`config.mk`:
```
export PLATFORM = sky130hd
export DESIGN_NAME = pwm_deadband_gen
export DESIGN_NICKNAME = d
export VERILOG_FILES = /design/src/rtl/dbg_pkg.sv /design/src/rtl/db_channel.sv /design/src/rtl/db_action_bank.sv /design/src/rtl/db_out_drive.sv /design/src/rtl/pwm_deadband_gen.sv
export SDC_FILE = /design/constraint.sdc
export NUM_CORES = 1
export LEC_CHECK = 0
export BUFFER_PORTS_ARGS = -buffer_cell sky130_fd_sc_hd__clkbuf_2
export CAP_MARGIN = 20
export CORE_ASPECT_RATIO = 0.6
export CORE_MARGIN = 2
export CORE_UTILIZATION = 43
export DETAILED_ROUTE_END_ITERATION = 10
export PLACE_DENSITY = 0.64
export SLEW_MARGIN = 5
export SYNTH_ARGS = -nofsm -noshare
export SYNTH_HDL_FRONTEND = slang
export SYNTH_HIERARCHICAL = 1
export SYNTH_SLANG_ARGS = --single-unit
```
`constraint.sdc`:
```
create_clock -name clk -period 5.04 [get_ports clk]
set_clock_uncertainty 0.1 [all_clocks]
set_input_delay 0.504 -clock clk [delete_from_list [all_inputs] [get_ports clk]]
set_output_delay 0.504 -clock clk [all_outputs]
set_load 0.03 [all_outputs]
```
`src/rtl/dbg_pkg.sv`:
```
// Shared constants, action codes and the prescale decode for the
// dead-time inserter. Assumes a prescale counter of PS_W bits, so the
// largest divide is 2**PS_W.
package dbg_pkg;

    localparam int PS_W   = 5;
    localparam int PSEL_W = 3;

    typedef enum logic [1:0] {
        ACT_FORCE_LO  = 2'b00,
        ACT_ACTIVE_LO = 2'b01,
        ACT_ACTIVE_HI = 2'b10,
        ACT_FORCE_HI  = 2'b11
    } act_code_e;

    // Mask of low counter bits that must all be one for a tick.
    function automatic logic [PS_W-1:0] presc_mask(input logic [PSEL_W-1:0] sel);
        logic [PS_W-1:0] m;
        m = '0;
        for (int b = 0; b < PS_W; b++) begin
            if (int'(sel) > b) m[b] = 1'b1;
        end
        return m;
    endfunction

endpackage

```
`src/rtl/db_channel.sv`:
```
// One dead-time channel. Turns one raw PWM line into a high-side and a
// low-side request. The side that is switching on waits until a local
// counter, advanced by prescaled ticks, reaches the shared dead value.
// Assumes dead_val and presc_sel are quasi-static relative to edges.
module db_channel
    import dbg_pkg::*;
#(
    parameter int DB_W = 8
) (
    input  logic              clk,
    input  logic              rst_n,
    input  logic              raw_in,
    input  logic [DB_W-1:0]   dead_val,
    input  logic [PSEL_W-1:0] presc_sel,
    input  logic              en,
    output logic              hi_req,
    output logic              lo_req
);

    logic             raw_q;
    logic [DB_W-1:0]  cnt_q;
    logic [PS_W-1:0]  div_q;
    logic [PS_W-1:0]  mask;
    logic             edge_seen;
    logic             tick;
    logic             done;

    assign mask      = presc_mask(presc_sel);
    assign edge_seen = (raw_in != raw_q);
    assign tick      = ((div_q & mask) == mask);
    assign done      = !en || (cnt_q >= dead_val);

    // Hold the last sampled raw level.
    always_ff @(posedge clk) begin
        if (!rst_n) raw_q <= 1'b0;
        else        raw_q <= raw_in;
    end

    // Prescale counter, phase restarted on every raw edge.
    always_ff @(posedge clk) begin
        if (!rst_n || edge_seen) div_q <= '0;
        else                     div_q <= div_q + 1'b1;
    end

    // Dead-time counter, cleared on an edge and saturating at dead_val.
    always_ff @(posedge clk) begin
        if (!rst_n)                          cnt_q <= '0;
        else if (edge_seen)                  cnt_q <= '0;
        else if (tick && (cnt_q < dead_val)) cnt_q <= cnt_q + 1'b1;
    end

    assign hi_req = raw_q & done;
    assign lo_req = !raw_q & done;


    no_overlap_chk: assert property (@(posedge clk) disable iff (!rst_n)
        !(hi_req && lo_req));


    edge_blank_chk: assert property (@(posedge clk) disable iff (!rst_n)
        (edge_seen && en && (dead_val != '0)) |=>
        (!en || (dead_val == '0) || (!hi_req && !lo_req)));


    bypass_chk: assert property (@(posedge clk) disable iff (!rst_n)
        (!en || (dead_val == '0)) |-> ((hi_req == raw_q) && (lo_req == !raw_q)));

endmodule

```
`src/rtl/db_action_bank.sv`:
```
// Double-buffered action register. Writes land in the shadow copy; the
// live copy changes only on a reload strobe. Assumes a reload samples the
// shadow as it stood before a write in the same cycle.
module db_action_bank #(
    parameter int ACT_W = 12
) (
    input  logic             clk,
    input  logic             rst_n,
    input  logic             wr,
    input  logic [ACT_W-1:0] wdata,
    input  logic             reload,
    output logic [ACT_W-1:0] live
);

    logic [ACT_W-1:0] shadow_q;
    logic [ACT_W-1:0] live_q;

    // Capture software data into the shadow copy.
    always_ff @(posedge clk) begin
        if (!rst_n)  shadow_q <= '0;
        else if (wr) shadow_q <= wdata;
    end

    // Transfer shadow to live on the reload strobe.
    always_ff @(posedge clk) begin
        if (!rst_n)      live_q <= '0;
        else if (reload) live_q <= shadow_q;
    end

    assign live = live_q;


    live_hold_chk: assert property (@(posedge clk) disable iff (!rst_n)
        !reload |=> $stable(live_q));


    reload_copy_chk: assert property (@(posedge clk) disable iff (!rst_n)
        reload |=> (live_q == $past(shadow_q)));

endmodule

```
`src/rtl/db_out_drive.sv`:
```
// Output stage for one pin: applies a 2-bit action code to a request and
// registers the result. Assumes the code is already the live copy.
module db_out_drive
    import dbg_pkg::*;
(
    input  logic       clk,
    input  logic       rst_n,
    input  logic [1:0] code,
    input  logic       req,
    output logic       dout
);

    logic nxt;

    // Decode the action code against the request.
    always_comb begin
        unique case (act_code_e'(code))
            ACT_FORCE_LO:  nxt = 1'b0;
            ACT_ACTIVE_LO: nxt = !req;
            ACT_ACTIVE_HI: nxt = req;
            default:       nxt = 1'b1;
        endcase
    end

    // Register the pin.
    always_ff @(posedge clk) begin
        if (!rst_n) dout <= 1'b0;
        else        dout <= nxt;
    end


    force_hi_chk: assert property (@(posedge clk) disable iff (!rst_n)
        (code == 2'b11) |=> dout);


    force_lo_chk: assert property (@(posedge clk) disable iff (!rst_n)
        (code == 2'b00) |=> !dout);

endmodule

```
`src/rtl/pwm_deadband_gen.sv`:
```
// Top of the dead-time inserter: NUM_UNITS channels sharing one dead value
// and one prescale select, a double-buffered action register, and one
// output stage per pin. Pin 2j is the high side and pin 2j+1 the low side
// of channel j.
module pwm_deadband_gen
    import dbg_pkg::*;
#(
    parameter int NUM_UNITS = 3,
    parameter int DB_W      = 8,
    localparam int NUM_OUT  = 2 * NUM_UNITS,
    localparam int ACT_W    = 2 * NUM_OUT
) (
    input  logic                 clk,
    input  logic                 rst_n,
    input  logic [NUM_UNITS-1:0] pwm_raw,
    input  logic [DB_W-1:0]      dead_val,
    input  logic [PSEL_W-1:0]    presc_sel,
    input  logic [NUM_UNITS-1:0] db_en,
    input  logic                 act_wr,
    input  logic [ACT_W-1:0]     act_wdata,
    input  logic                 act_reload,
    output logic [NUM_OUT-1:0]   pwm_out
);

    logic [NUM_OUT-1:0] req_vec;
    logic [ACT_W-1:0]   act_live;

    for (genvar j = 0; j < NUM_UNITS; j++) begin : g_chan
        db_channel #(.DB_W(DB_W)) u_chan (
            .clk       (clk),
            .rst_n     (rst_n),
            .raw_in    (pwm_raw[j]),
            .dead_val  (dead_val),
            .presc_sel (presc_sel),
            .en        (db_en[j]),
            .hi_req    (req_vec[2*j]),
            .lo_req    (req_vec[2*j+1])
        );
    end

    db_action_bank #(.ACT_W(ACT_W)) u_act (
        .clk    (clk),
        .rst_n  (rst_n),
        .wr     (act_wr),
        .wdata  (act_wdata),
        .reload (act_reload),
        .live   (act_live)
    );

    for (genvar i = 0; i < NUM_OUT; i++) begin : g_pin
        db_out_drive u_drv (
            .clk   (clk),
            .rst_n (rst_n),
            .code  (act_live[2*i+1:2*i]),
            .req   (req_vec[i]),
            .dout  (pwm_out[i])
        );
    end


    reset_quiet_chk: assert property (@(posedge clk)
        !rst_n |=> (pwm_out == '0));

endmodule

```
==> out/qor.txt <==
internal power: 1.04 mW
Unique masters post-synth: 32
antenna cells: 0
Final Hold Fails: 0
Crit Path Max Fanout: 6
core area: 8460 sq um
RSZ-0062 raised after global routing: false
number of synthesized register bits: 72
max-cap check violation count: 0
largest family of logic cells by synthesized area: simple AND/OR/NAND/NOR gates
Finished Cell Area: 4330 sq um
grt total ovfl: 0
mux share of post-synthesis cell area: 8.89%
CTS buffer count: 9
Synth Flop Type: dfxtp_1
Area contributors post-synth: dfxtp_1 39%, ha_1 10%, mux2i_1 8.9%, nor2b_1 6.1%, xnor2_1 4.2%
H-tree levels: 3
routed len/inst: 13.0 microns
Gate Count Post-Synth: 406
Max Freq: 430 MHz
area leader, netlist: dfxtp_1
PostCTS Resize Cnt: 0
Setup Buffers After CTS: 0
Max clock buf depth: 2
Yosys warnings: 6
sequential element share of the synthesized area: 38.8%
routability congestion estimate: 0.823
row count: 26
initial antenna violation count: 0
Area growth, synth to finish: 16.6%
first-pass GRT wire length: 12.8 mm
Initial DRT Pass Iterations: 4
Static Leakage: 1.80 nW
Root Buffer: clkbuf_16
HPWL Detailed: 5.61 mm
post-route minimum period: 2.33 ns
IO Port Bufs: 38
ANT nets after route: 0
Post-Synth XOR/XNOR Area: 5.66%
startpoint types: flip-flop
most common cell in the synthesized netlist: dfxtp_1
CTS tree: yes
crit-path cells: ha_1 -> nor2b_1 -> o211ai_1 -> a21oi_2 -> or3_4 -> or4_1 -> o21ai_1
Util after Layout: 51.2%
Final setup viols: 0
vias in the first global route: 2708
Ports: 39
Avg Cell Area, Syn: 9.15 sq um
P_sw: 0.304 mW
Rel. slew slack: 60.9%
Worst Tran Pin Value: 0.581 ns
Die W: 124 microns
Seq pwr share: 44.4%
clk slew on worst S/H paths: 0.06 ns
clock sink count: 72
Residual DRC: 0
Initial Utilization: 43.9%
Post-synth EDFFs: 0
Compound-Gate Fraction of Synth Area: 8.08%
Crit-path slowest cell: or4_1
WS Path Type: reg2reg
top cell type's share of synthesized area: 38.8%
CTS Hold Buffers Added: 0
post-place instance area: 4020 sq um
nets: 515
clk_lat worst skew: 0.33 ns
largest net degree at the start of global routing: 43
Slew Viols, Final: 0
Synth Area in Simple Gates: 24.9%
Max stage delay on crit path: 0.47 ns
VDD IR max: 188 uV
area of the die: 9430 sq um
Combinational Power Share: 7.9%
DR iter-0 viols: 180
PnR Total Power: 1.34 mW
PwrDens: 310 nW/um^2
drt total wl: 7.38 mm
synthesized cell area: 3720 sq um
via count: 2843
gr usage total: 17.2%
Worst EP arrival: 2.49 ns
Post-synth top cells: 72 x dfxtp_1, 36 x nor2_1, 36 x nor2b_1
async set or reset register ratio after synthesis: 0%
vias per cell: 5.00
setup TNS: 0 ns
Final period util: 46.2%
Synth Area in Adders: 10.1%
sw frac: 22.6%
WP data required: 5.21 ns
Mapped Nets: 469
Crit. End Element: flip-flop
status: finished, final reports clean
Hold WC Path Type: in2reg
layout cells sized above 1: 16.0%
Die H: 76.0 microns
clock share of power: 47.6%
layout make-up:
cell class,instances,area (sq um)
clock buffers,11,253
multi-input cells,303,2140
flip-flops and latches,72,1440
fillers,782,4130
clock inverters,5,55.1
inverters,27,101
well taps,112,140
repair buffers,39,198
through the flow:
step                      instances  hold WS (ns)  worst slack (ns)
final                           569         0.301              2.71
after global placement          553         0.361              2.54
after detailed placement        553         0.370              2.52
after CTS                       569         0.287              2.72
after floorplan                 406         0.338              2.74
after global routing            569         0.302              2.57
logic make-up (layout without fill, tap and decap cells):
family,count (synthesis),in the layout
and+or+nand+nor,171,171
adders and majority gates,30,30
xor gates and xnor gates,24,24
buffers and inverters,31,82
muxes,33,33
DFF,72,72
AOI/OAI and AO/OA,45,45
worst max-delay path, delay by kind of cell, from the launching register on:
family / cells / cell delay, ns
and+or+nand+nor: 3 / 1.01
DFF: 1 / 0.45
adders and majority gates: 1 / 0.29
AOI/OAI and AO/OA: 3 / 0.41
power groups by stage:
stage               clock (mW)  sequential, mW  combinational (mW)
floorplan                    0           0.608              0.0704
global placement             0           0.609               0.104
detailed placement           0           0.610               0.107
CTS                      0.661           0.597               0.108
global route             0.682           0.599               0.122
finish                   0.640           0.597               0.107
layer usage:
layer / part of all wire [%] / global-route usage, % / vias up / wire length, microns
met2: 42 / 24.1 / 36 / 3080
met1: 53 / 25.3 / 1301 / 3940
met5: 0 / 0 / - / 0
met4: 1.1 / 4.38 / 0 / 79
met3: 3.8 / 5.84 / 9 / 278
li1: - / - / 1497 / -
state kept, by name (all words and copies together), names as in the netlist:
signal and flops:
g_chan.u_chan/cnt_q 24, u_act/live 12, g_chan.u_chan/raw_q 3, g_pin.u_drv/dout 6, g_chan.u_chan/div_q 15, u_act/shadow_q 12
cell usage in the layout, fill, tap and decap left out, types with 9 or more instances in the layout:
cell type,instances
dfxtp_1,72
clkbuf_2,38
nor2b_1,36
nor2_1,36
mux2i_1,33
nand2_1,30
ha_1,30
inv_1,27
xnor2_1,18
a21oi_1,15
nand4_1,15
nand3_1,12
clkbuf_16,9
o21ai_0,9
and2_1,9
path summary, 6_finish.rpt:
path                                          start                                     end  slack, ns  depth (start not counted)
max          g_chan[1].u_chan/cnt_q[1]$_SDFFE_PP0P_  g_chan[1].u_chan/cnt_q[5]$_SDFFE_PP0P_       2.71                          7
min                                      pwm_raw[1]       g_chan[1].u_chan/raw_q$_SDFF_PN0_       0.30                          2
max reg2reg  g_chan[1].u_chan/cnt_q[1]$_SDFFE_PP0P_  g_chan[1].u_chan/cnt_q[5]$_SDFFE_PP0P_       2.71                          7
min reg2reg    g_chan[2].u_chan/div_q[0]$_SDFF_PP0_    g_chan[2].u_chan/div_q[0]$_SDFF_PP0_       0.38                          1
Power figures use the tool's default switching activity.
